`src/rtl/ptw_pkg.sv`:
```
package ptw_pkg;
  typedef enum logic [1:0] {ST_IDLE, ST_ISSUE, ST_WAIT} ptw_st_e;

  typedef enum logic [2:0] {
    FLT_NONE     = 3'd0,
    FLT_ACCESS   = 3'd1,
    FLT_INVALID  = 3'd2,
    FLT_MISALIGN = 3'd3,
    FLT_PERM     = 3'd4
  } ptw_fault_e;

  localparam logic [1:0] ACC_READ  = 2'd0;
  localparam logic [1:0] ACC_WRITE = 2'd1;
  localparam logic [1:0] ACC_EXEC  = 2'd2;

  localparam int FLG_V = 0;
  localparam int FLG_R = 1;
  localparam int FLG_W = 2;
  localparam int FLG_X = 3;
  localparam int FLG_G = 5;
endpackage

```
`src/rtl/ptw_index.sv`:
```
module ptw_index #(
  parameter int VA_W   = 39,
  parameter int PA_W   = 56,
  parameter int LEVELS = 3,
  parameter int VPN_W  = 9,
  parameter int OFS_W  = 12,
  parameter int PTE_LG = 3,
  parameter int LVL_W  = 2
) (
  input  logic [VA_W-1:0]  va_i,
  input  logic [PA_W-1:0]  base_i,
  input  logic [LVL_W-1:0] level_i,
  output logic [PA_W-1:0]  addr_o
);
  logic [VPN_W-1:0] vpn_sl [LEVELS];
  logic [VPN_W-1:0] vpn;

  for (genvar l = 0; l < LEVELS; l++) begin : g_slice
    assign vpn_sl[l] = va_i[OFS_W + l*VPN_W +: VPN_W];
  end

  always_comb begin
    vpn = '0;
    for (int l = 0; l < LEVELS; l++)
      if (level_i == LVL_W'(l)) vpn = vpn_sl[l];
  end

  assign addr_o = base_i + PA_W'({vpn, {PTE_LG{1'b0}}});
endmodule

```
`src/rtl/ptw_pte_check.sv`:
```
module ptw_pte_check
  import ptw_pkg::*;
#(
  parameter int PTE_W   = 64,
  parameter int PA_W    = 56,
  parameter int PPN_LSB = 10,
  parameter int PPN_W   = 44,
  parameter int OFS_W   = 12
) (
  input  logic [PTE_W-1:0] pte_i,
  input  logic [1:0]       acc_i,
  output logic             invalid_o,
  output logic             pointer_o,
  output logic             perm_ok_o,
  output logic             glob_o,
  output logic [PPN_W-1:0] ppn_o,
  output logic [PA_W-1:0]  next_base_o
);
  logic v, r, w, x;
  assign v = pte_i[FLG_V];
  assign r = pte_i[FLG_R];
  assign w = pte_i[FLG_W];
  assign x = pte_i[FLG_X];

  assign invalid_o = !v || (w && !r);
  assign pointer_o = !r && !w && !x;
  assign glob_o    = pte_i[FLG_G];
  assign ppn_o     = pte_i[PPN_LSB +: PPN_W];
  assign next_base_o = PA_W'({ppn_o, {OFS_W{1'b0}}});

  always_comb begin
    unique case (acc_i)
      ACC_READ:  perm_ok_o = r;
      ACC_WRITE: perm_ok_o = w;
      ACC_EXEC:  perm_ok_o = x;
      default:   perm_ok_o = 1'b0;
    endcase
  end
endmodule

```
`src/rtl/ptw_leaf_map.sv`:
```
module ptw_leaf_map #(
  parameter int VA_W   = 39,
  parameter int PA_W   = 56,
  parameter int PPN_W  = 44,
  parameter int LEVELS = 3,
  parameter int VPN_W  = 9,
  parameter int OFS_W  = 12,
  parameter int LVL_W  = 2
) (
  input  logic [VA_W-1:0]  va_i,
  input  logic [PPN_W-1:0] ppn_i,
  input  logic [LVL_W-1:0] level_i,
  output logic             misalign_o,
  output logic [PA_W-1:0]  pa_o
);
  localparam int VPNS_W = VA_W - OFS_W;

  logic [PPN_W-1:0] lvl_mask [LEVELS];
  logic [PPN_W-1:0] mask;
  logic [PPN_W-1:0] vpns_ext;

  for (genvar l = 0; l < LEVELS; l++) begin : g_mask
    assign lvl_mask[l] = ~({PPN_W{1'b1}} << (l*VPN_W));
  end

  always_comb begin
    mask = '0;
    for (int l = 0; l < LEVELS; l++)
      if (level_i == LVL_W'(l)) mask = lvl_mask[l];
  end

  assign vpns_ext   = PPN_W'(va_i[VA_W-1:OFS_W]);
  assign misalign_o = |(ppn_i & mask);
  assign pa_o       = PA_W'({ppn_i | (vpns_ext & mask), va_i[OFS_W-1:0]});

  if (VPNS_W > PPN_W) begin : g_bad_width
    initial $error("vpn field wider than ppn");
  end
endmodule

```
`src/rtl/pt_walker.sv`:
```
module pt_walker
  import ptw_pkg::*;
#(
  parameter int LEVELS  = 3,
  parameter int VPN_W   = 9,
  parameter int OFS_W   = 12,
  parameter int PA_W    = 56,
  parameter int PTE_W   = 64,
  parameter int PPN_LSB = 10,
  parameter int PTE_LG  = 3,
  localparam int VA_W   = OFS_W + LEVELS*VPN_W,
  localparam int PPN_W  = PA_W - OFS_W,
  localparam int LVL_W  = $clog2(LEVELS)
) (
  input  logic              clk_i,
  input  logic              rst_ni,
  input  logic              req_valid_i,
  input  logic [VA_W-1:0]   req_va_i,
  input  logic [PA_W-1:0]   req_root_i,
  input  logic [1:0]        req_acc_i,
  output logic              busy_o,
  output logic              done_o,
  output logic [2:0]        fault_o,
  output logic [PA_W-1:0]   pa_o,
  output logic [PTE_W-1:0]  pte_o,
  output logic [PA_W-1:0]   pte_addr_o,
  output logic [LVL_W-1:0]  level_o,
  output logic              global_o,
  output logic              mem_req_o,
  output logic [PA_W-1:0]   mem_addr_o,
  input  logic              mem_rsp_valid_i,
  input  logic              mem_rsp_err_i,
  input  logic [PTE_W-1:0]  mem_rsp_data_i
);
  ptw_st_e          st_q;
  logic [VA_W-1:0]  va_q;
  logic [1:0]       acc_q;
  logic [PA_W-1:0]  base_q;
  logic [LVL_W-1:0] lvl_q;
  logic             glob_acc_q;

  logic             done_q, glob_out_q;
  ptw_fault_e       fault_q;
  logic [PA_W-1:0]  pa_q, paddr_q;
  logic [PTE_W-1:0] pte_q;
  logic [LVL_W-1:0] lvl_out_q;

  logic [PA_W-1:0]  cur_addr, next_base, leaf_pa;
  logic [PPN_W-1:0] ppn;
  logic             invalid, pointer, perm_ok, pte_g, misalign;
  logic             rsp_in, descend, glob_n;
  ptw_fault_e       flt_n;

  ptw_index #(
    .VA_W(VA_W), .PA_W(PA_W), .LEVELS(LEVELS), .VPN_W(VPN_W),
    .OFS_W(OFS_W), .PTE_LG(PTE_LG), .LVL_W(LVL_W)
  ) u_index (
    .va_i(va_q), .base_i(base_q), .level_i(lvl_q), .addr_o(cur_addr)
  );

  ptw_pte_check #(
    .PTE_W(PTE_W), .PA_W(PA_W), .PPN_LSB(PPN_LSB), .PPN_W(PPN_W), .OFS_W(OFS_W)
  ) u_check (
    .pte_i(mem_rsp_data_i), .acc_i(acc_q), .invalid_o(invalid),
    .pointer_o(pointer), .perm_ok_o(perm_ok), .glob_o(pte_g),
    .ppn_o(ppn), .next_base_o(next_base)
  );

  ptw_leaf_map #(
    .VA_W(VA_W), .PA_W(PA_W), .PPN_W(PPN_W), .LEVELS(LEVELS),
    .VPN_W(VPN_W), .OFS_W(OFS_W), .LVL_W(LVL_W)
  ) u_leaf (
    .va_i(va_q), .ppn_i(ppn), .level_i(lvl_q),
    .misalign_o(misalign), .pa_o(leaf_pa)
  );

  assign rsp_in  = (st_q == ST_WAIT) && mem_rsp_valid_i;
  assign glob_n  = glob_acc_q | pte_g;
  assign descend = !mem_rsp_err_i && !invalid && pointer && (lvl_q != '0);

  // fault priority: bus error, invalid, pointer at level 0, permission, alignment
  always_comb begin
    if (mem_rsp_err_i)      flt_n = FLT_ACCESS;
    else if (invalid)       flt_n = FLT_INVALID;
    else if (pointer)       flt_n = FLT_INVALID;
    else if (!perm_ok)      flt_n = FLT_PERM;
    else if (misalign)      flt_n = FLT_MISALIGN;
    else                    flt_n = FLT_NONE;
  end

  always_ff @(posedge clk_i or negedge rst_ni) begin
    if (!rst_ni) begin
      st_q       <= ST_IDLE;
      va_q       <= '0;
      acc_q      <= '0;
      base_q     <= '0;
      lvl_q      <= '0;
      glob_acc_q <= 1'b0;
      done_q     <= 1'b0;
      fault_q    <= FLT_NONE;
      pa_q       <= '0;
      pte_q      <= '0;
      paddr_q    <= '0;
      lvl_out_q  <= '0;
      glob_out_q <= 1'b0;
    end else begin
      done_q <= 1'b0;
      unique case (st_q)
        ST_IDLE: if (req_valid_i) begin
          va_q       <= req_va_i;
          acc_q      <= req_acc_i;
          base_q     <= req_root_i;
          lvl_q      <= LVL_W'(LEVELS-1);
          glob_acc_q <= 1'b0;
          st_q       <= ST_ISSUE;
        end
        ST_ISSUE: st_q <= ST_WAIT;
        ST_WAIT: if (rsp_in) begin
          if (descend) begin
            base_q     <= next_base;
            lvl_q      <= lvl_q - LVL_W'(1);
            glob_acc_q <= glob_n;
            st_q       <= ST_ISSUE;
          end else begin
            fault_q    <= flt_n;
            pa_q       <= leaf_pa;
            pte_q      <= mem_rsp_data_i;
            paddr_q    <= cur_addr;
            lvl_out_q  <= lvl_q;
            glob_out_q <= glob_n;
            done_q     <= 1'b1;
            st_q       <= ST_IDLE;
          end
        end
        default: st_q <= ST_IDLE;
      endcase
    end
  end

  assign busy_o     = (st_q != ST_IDLE);
  assign done_o     = done_q;
  assign fault_o    = fault_q;
  assign pa_o       = pa_q;
  assign pte_o      = pte_q;
  assign pte_addr_o = paddr_q;
  assign level_o    = lvl_out_q;
  assign global_o   = glob_out_q;
  assign mem_req_o  = (st_q == ST_ISSUE);
  assign mem_addr_o = cur_addr;

  a_r2_one_read: assert property (@(posedge clk_i) disable iff (!rst_ni)
    mem_req_o |=> !mem_req_o);
  a_r2_req_busy: assert property (@(posedge clk_i) disable iff (!rst_ni)
    mem_req_o |-> busy_o);
  a_r3_descend: assert property (@(posedge clk_i) disable iff (!rst_ni)
    (rsp_in && descend) |=> (mem_req_o && lvl_q == $past(lvl_q) - LVL_W'(1)));
  a_r4_err_ends: assert property (@(posedge clk_i) disable iff (!rst_ni)
    (rsp_in && mem_rsp_err_i) |=> (done_o && fault_o == FLT_ACCESS));
  a_r8_offset_kept: assert property (@(posedge clk_i) disable iff (!rst_ni)
    (done_o && fault_o == FLT_NONE) |-> pa_o[OFS_W-1:0] == va_q[OFS_W-1:0]);
  a_r9_level_range: assert property (@(posedge clk_i) disable iff (!rst_ni)
    done_o |-> level_o < LVL_W'(LEVELS));
  a_r11_done_pulse: assert property (@(posedge clk_i) disable iff (!rst_ni)
    done_o |=> !done_o);
  a_r11_done_idle: assert property (@(posedge clk_i) disable iff (!rst_ni)
    done_o |-> (!busy_o && $past(busy_o)));
endmodule

```
`config.mk`:
```
export PLATFORM = sky130hd
export DESIGN_NAME = pt_walker
export DESIGN_NICKNAME = d
export VERILOG_FILES = /design/src/rtl/ptw_pkg.sv /design/src/rtl/ptw_index.sv /design/src/rtl/ptw_pte_check.sv /design/src/rtl/ptw_leaf_map.sv /design/src/rtl/pt_walker.sv
export SDC_FILE = /design/constraint.sdc
export NUM_CORES = 1
export LEC_CHECK = 0
export BUFFER_PORTS_ARGS = -buffer_cell sky130_fd_sc_hd__buf_2
export CAP_MARGIN = 20
export CORE_MARGIN = 2
export CORE_UTILIZATION = 51
export DETAILED_ROUTE_END_ITERATION = 12
export PLACE_DENSITY = 0.81
export SLEW_MARGIN = 20
export SYNTH_ARGS = -nofsm -noshare
export SYNTH_HDL_FRONTEND = slang
export SYNTH_SLANG_ARGS = --single-unit
export TNS_END_PERCENT = 100
```
`constraint.sdc`:
```
create_clock -name clk_i -period 4.6 [get_ports clk_i]
set_clock_uncertainty 0.2 [all_clocks]
set_input_delay 0.23 -clock clk_i [delete_from_list [all_inputs] [get_ports clk_i]]
set_output_delay 0.23 -clock clk_i [all_outputs]
set_load 0.02 [all_outputs]
```
# Word level (Yosys, flattened, before mapping)
# Cells that the tools add are included.
[totals]
regBits = 285
input_bits = 166
[op_classes]
add_sub_neg = 2
n_eq_ne = 9
mux = 30
n_bitwise = 5
n_reduce_logical = 25
[op_table]
columns = ["cell", "n"]
rows = [
  ["two-way mux 56 bit", 3],
  ["one-hot mux 56 bit (2 select lines)", 1],
  ["adder 56 x 12 -> 56 bit", 1],
  ["AND 44 x 18 -> 44 bit", 1],
  ["bitwise OR 44 bit", 1],
  ["OR reduction 44 bit", 1],
  ["two-way mux 9 bit", 4],
  ["AND 27 x 18 -> 27 bit", 1],
  ["two-way mux 18 bit", 1],
  ["two-way mux 2 bit", 6],
  ["two-way mux 3 bit", 4],
  ["logical AND 1 bit", 7],
  ["two-way mux 1 bit", 7],
  ["== test 2 x 1 -> 1 bit, second input constant", 3],
  ["== test 2 bit, second input constant", 3],
  ["zero test 1 bit", 6],
  ["zero test 2 bit", 3],
  ["!= test 2 bit, second input constant", 3],
  ["one-hot mux 2 bit (3 select lines)", 1],
  ["nonzero test 2 bit", 3],
  ["one-hot mux 2 bit (2 select lines)", 1],
  ["AND reduction 2 bit", 2],
  ["AND reduction 4 bit", 1],
  ["one-hot mux 1 bit (3 select lines)", 1],
  ["6 further kinds", 6],
]

# Longest topological paths before layout
[logic_depth]
depth_word = 10
depth_mapped = 16
mapped_depth_nobuf = 14

# Hierarchy
# A second synthesis with hierarchy kept.
[hier_totals]
cells_unflattened = 1125
area_unflattened_um2 = 14433.8
[by_module_without_submodules]
columns = ["mod", "n_inst", "cells_each", "area_per_inst_um2", "seq_area_each_um2"]
rows = [
  ["pt_walker", 1, 688, 11298.3, 7131.8],
  ["ptw_index", 1, 260, 1835.5, 0.0],
  ["ptw_pte_check", 1, 108, 798.3, 0.0],
  ["ptw_leaf_map", 1, 69, 501.7, 0.0],
]

# Worst setup path before layout
# No wires, ideal clock.
[synth_timing]
kind = "flip-flop to flip-flop"
start = "reg lvl_q[0]"
end = "reg paddr_q[51] (netlist: pte_addr_o[51])"
t_arrival_ns = 3.771
slack_ns = 0.562
stages_incl_launch_ff = 17
n_path_buf = 3
cell_sequence = "dfrtp_1 inv_1 ha_1 clkbuf_1 buf_1 nand2_1 o21ai_0 ha_1 inv_1 fa_1 nor2b_1 o2111ai_1 a2111oi_4 buf_2 o2111ai_1 xnor2_1 mux2_2"
[synth_between]
elab_chain_cells = 5
word_cells_on_any_way = 11
[synth_rtl]
columns = ["item", "line", "text"]
rows = [
  ["start: declaration", "pt_walker.sv:39", "logic [LVL_W-1:0] lvl_q;"],
  ["start signal: assignment", "pt_walker.sv:113", "lvl_q <= LVL_W'(LEVELS-1);"],
  ["start signal: assignment", "pt_walker.sv:121", "lvl_q <= lvl_q - LVL_W'(1);"],
  ["zero test 2 bit", "--", ""],
  ["two-way mux 9 bit (2 in series)", "ptw_index.sv:25", "if (level_i == LVL_W'(l)) vpn = vpn_sl[l];"],
  ["two-way mux 9 bit *", "ptw_index.sv:25", ""],
  ["adder 56 x 12 -> 56 bit *", "ptw_index.sv:28", "assign addr_o = base_i + PA_W'({vpn, {PTE_LG{1'b0}}});"],
  ["net mem_addr_o[51]", "pt_walker.sv:30", "output logic [PA_W-1:0] mem_addr_o,"],
  ["end signal: assignment", "pt_walker.sv:128", "paddr_q <= cur_addr;"],
  ["end: declaration", "pt_walker.sv:44", "logic [PA_W-1:0] pa_q, paddr_q;"],
]
# Mark *: on every way through the listed nets, which the timed path passes. The rest lies on a longest branch.
# A chain may end at the register's enable or synchronous reset.

# Final worst setup path
[layout_timing]
start = "reg lvl_q[0]"
end = "out mem_addr_o[48]"
[layout_between]
elab_chain_cells = 5
word_cells_on_any_way = 7
[layout_rtl]
columns = ["item", "line"]
rows = [
  ["zero test 2 bit", "--"],
  ["two-way mux 9 bit (2 in series)", "ptw_index.sv:25"],
  ["two-way mux 9 bit *", "ptw_index.sv:25"],
  ["adder 56 x 12 -> 56 bit *", "ptw_index.sv:28"],
  ["end: declaration", "pt_walker.sv:30"],
]
# Mark *: on every way between the ends. The rest lies on a longest branch, timed or not.

==> reports/summary.md <==
• **outcome** complete, no violations
• **FP Rows** 56
• **number of cells produced by synthesis** 1196
• **internal reg-to-reg setup slack** 540 ps
• **total of endpoints with negative setup slack in the final report** 0
• **CTS tree** yes
• **synthesized netlist net count** 1375
• **CTS root buf** clkbuf_16
• **type of element capturing the critical path** output port
• **YS warnings** 0
• **later-pin clock latency in the skew report** 550 ps
• **Fmax achieved** 223 MHz
• **Nets** 1903
• **total placed cells including tap cells** 1844
• **antenna violations before repair** 2
• **reg2reg path depth** 18
• **sort of element at the start of the critical path** register
• **most used flip-flop cell after synthesis** dfrtp_1
• **grt met2 use** 56.1%
• **most common library cells after synthesis** 354 x nand2_1, 259 x dfrtp_1, 87 x o21ai_0
• **core region area** 23300 sq um
• **cell type with the highest aggregate area in the netlist** dfrtp_1
• **flip-flop and latch count after synthesis** 259
• **Antenna Violating Nets Remaining** 0
• **dominant cells by area after synthesis** dfrtp_1 54%, nand2_1 11%, mux2_2 7.9%
• **hold violation total from the final report** 0
• **part of the Yosys area used for sequential elements** 53.8%
• **Max Slew Vio Count** 0
• **area added between synthesis and finish** 40.7%
• **ratio of final minimum period to clock period** 97.4%
• **post-detailed-placement cell area** 14200 sq um
• **first-pass GRT wire length** 65400 um
• **VDD IR max** 400 uV
• **number of distinct library cell variants in the gate-level netlist after synthesis** 52
• **die extent in y** 158 um
• **die outline width** 158 um
• **Design Area, Final** 17000 sq um
• **required time at the endpoint of the critical path** 4170 ps
• **clock sink total** 259
• **total clock buffers created by CTS** 27
• **overall track demand over capacity in global routing** 33.9%
• **type of the worst setup path** register to output port
• **pin count of the biggest net entering global routing** 107
• **Static Leakage** 8.45 nW
• **Avg Inst Size Synth** 10.1 sq um
• **Critical path destination** mem_addr_o[48]
• **largest fanout on the critical path** 15
• **Critical path origin** lvl_q[0]
• **Tightest Pin Transition** 954 ps
• **final weighted congestion of routability-driven global placement** 0.921
• **global-route met1 utilization** 40.9%
• **via count of the first global-routing pass** 11953
• **Max transition margin** 36.4%
• **effective utilization at floorplan** 51.7%
• **smallest hold slack** 29.6 ps
• **dpl hpwl** 26800 um
• **met3 Track Usage GR** 7.64%
• **cell area after synthesis** 12100 sq um
• **Max Root-Sink Buffers** 3
• **arrival time at the worst endpoint** 4050 ps
• **GR Overflow Total** 0
• **Power per Cell Area** 751 nW/um^2
• **clock-pin slew on the worst setup and hold paths** 60 ps
• **Via density** 5.71
• **most crowded layer after global routing** met2
• **launch point of the worst reg-to-reg path** lvl_q[0]
• **I/O Buffers** 406
• **detailed-route wire length per cell** 21.0 um
• **EDFF count, synth** 0
• **I/O Pins** 407
• **number of detailed-routing iterations run before antenna repair** 8
• **residual DRC count** 0
• **final wirelength** 43300 um
• **ratio of cells with drive above 1 in the final layout** 33.5%
• **most common cell in the synthesized netlist** nand2_1
• **Die Footprint** 24900 sq um
• **Max H-tree Level** 1
• **min cycle time layout** 4480 ps
• **type of the tightest min-delay check** input port to register
• **maximum capacitance violations** 0
• **share of Yosys cell area claimed by the top area cell type** 53.8%
• **worst reg2reg endpoint** pte_addr_o[51]
• **worst hold path cell count** 4
• **initial drt markers** 893
• **count of placed standard cells in the final layout, fillers left out** 2066
• **routed vias** 11804
• **unrepaired setup endpoints after global routing** true
• **asr flop ratio synth** 100%
[area by class of cell]
| class | instances | area, sq um |
|---|---|---|
| flip-flops and latches | 259 | 6480 |
| fillers | 1529 | 6380 |
| multi-input cells | 825 | 5160 |
| repair buffers | 593 | 3890 |
| clock buffers | 38 | 777 |
| well taps | 319 | 399 |
| clock inverters | 12 | 178 |
| inverters | 18 | 70.1 |
| diodes | 2 | 5.00 |
[cells by family (layout without fill, tap and decap cells)]
| logic type | after synthesis | after routing | synth area share (%) |
|---|---|---|---|
| flops | 259 | 259 | 53.8 |
| fa+ha+maj | 13 | 13 | 1.41 |
| other cells | 0 | 2 | 0 |
| mux | 131 | 131 | 11.8 |
| compound gates | 188 | 188 | 9.94 |
| simple gates | 445 | 445 | 15.2 |
| xor+xnor | 48 | 48 | 3.49 |
| buf+inv | 112 | 661 | 4.40 |
[metal layers]
metal / up-vias / routed length [um]
met4: 0 / 2730
li1: 5096 / -
met5: - / 0
met3: 238 / 3870
met2: 799 / 21100
met1: 5671 / 15600
[placed cells by master, fill, tap and decap left out, types with 5 or more instances in the layout]
| cell | count |
|---|---|
| buf_4 | 19 |
| a22oi_1 | 9 |
| or3_1 | 7 |
| ha_1 | 9 |
| o211ai_1 | 7 |
| clkbuf_1 | 5 |
| xnor2_1 | 27 |
| a22o_1 | 11 |
| o21ai_0 | 84 |
| xor2_1 | 21 |
| nand3_1 | 16 |
| clkbuf_16 | 27 |
| nor2_1 | 22 |
| a2111oi_1 | 8 |
| nand4_1 | 12 |
| mux2_2 | 85 |
| a211oi_1 | 5 |
| clkbuf_8 | 6 |
| a21oi_1 | 27 |
| buf_2 | 403 |
| mux2i_1 | 45 |
| o2111ai_1 | 5 |
| a21o_1 | 6 |
| dfrtp_1 | 259 |
| nand2_1 | 354 |
| inv_1 | 15 |
| dlygate4sd3_1 | 167 |
[report_power, final]
part / switching [mW] / internal, mW
sequential: 0.949 / 3.36
clock: 0.953 / 1.41
combinational: 3.88 / 2.19
total: 5.78 / 6.96
[timing repair]
action | 4_1_cts | 5_1_grt
resized for setup | 2 | 29
endpoints found under the hold margin | 290 | 0
setup buffers | 2 | 1
hold buffers | 167 | 0
cloned | 0 | 0
pin swaps | 2 | 7
setup endpoints to repair | 18 | 41
[flip-flops by register name (all words and copies together) (netlist names)]
register / flops
fault_o: 3
lvl_q: 2
pte_o: 39
pte_addr_o: 56
global_o: 1
pa_o: 55
glob_acc_q: 1
done_o: 1
st_q: 2
base_q: 56
acc_q: 2
va_q: 39
level_o: 2
[worst min-delay path by stage]
stage / start / to / slack, ps
after floorplan: rst_ni / acc_q[0] / -270
after global placement: rst_ni / pa_o[8] / 140
after detailed placement: rst_ni / va_q[8] / 140
after CTS: req_valid_i / glob_acc_q / 20
after global routing: req_valid_i / glob_acc_q / 40
final: req_valid_i / glob_acc_q / 30
[per-stage QoR]
stage | power, mW | utilization (%) | setup WS (ps) | setup TNS (ps)
finish | 12.7 | 72.7 | 118 | 0
global route | 13.4 | 72.7 | -86.9 | -393
CTS | 12.4 | 72.3 | 13.7 | 0
detailed placement | 9.91 | 60.9 | 348 | 0
global placement | 9.73 | 60.9 | 460 | 0
floorplan | 7.90 | - | 562 | 0
[worst max-delay path, cell delays in order (launching register included)]
cell       delay [ps]
dfrtp_1           400
inv_2             100
ha_2              210
nor2b_2           150
buf_4             160
a22oi_1            70
o21ai_0           400
ha_1              310
nand3_1           210
nor2_1            220
o21ai_4           190
a2111oi_1         550
xor2_1            280
buf_2             240
(Power assumes the default switching activity.)
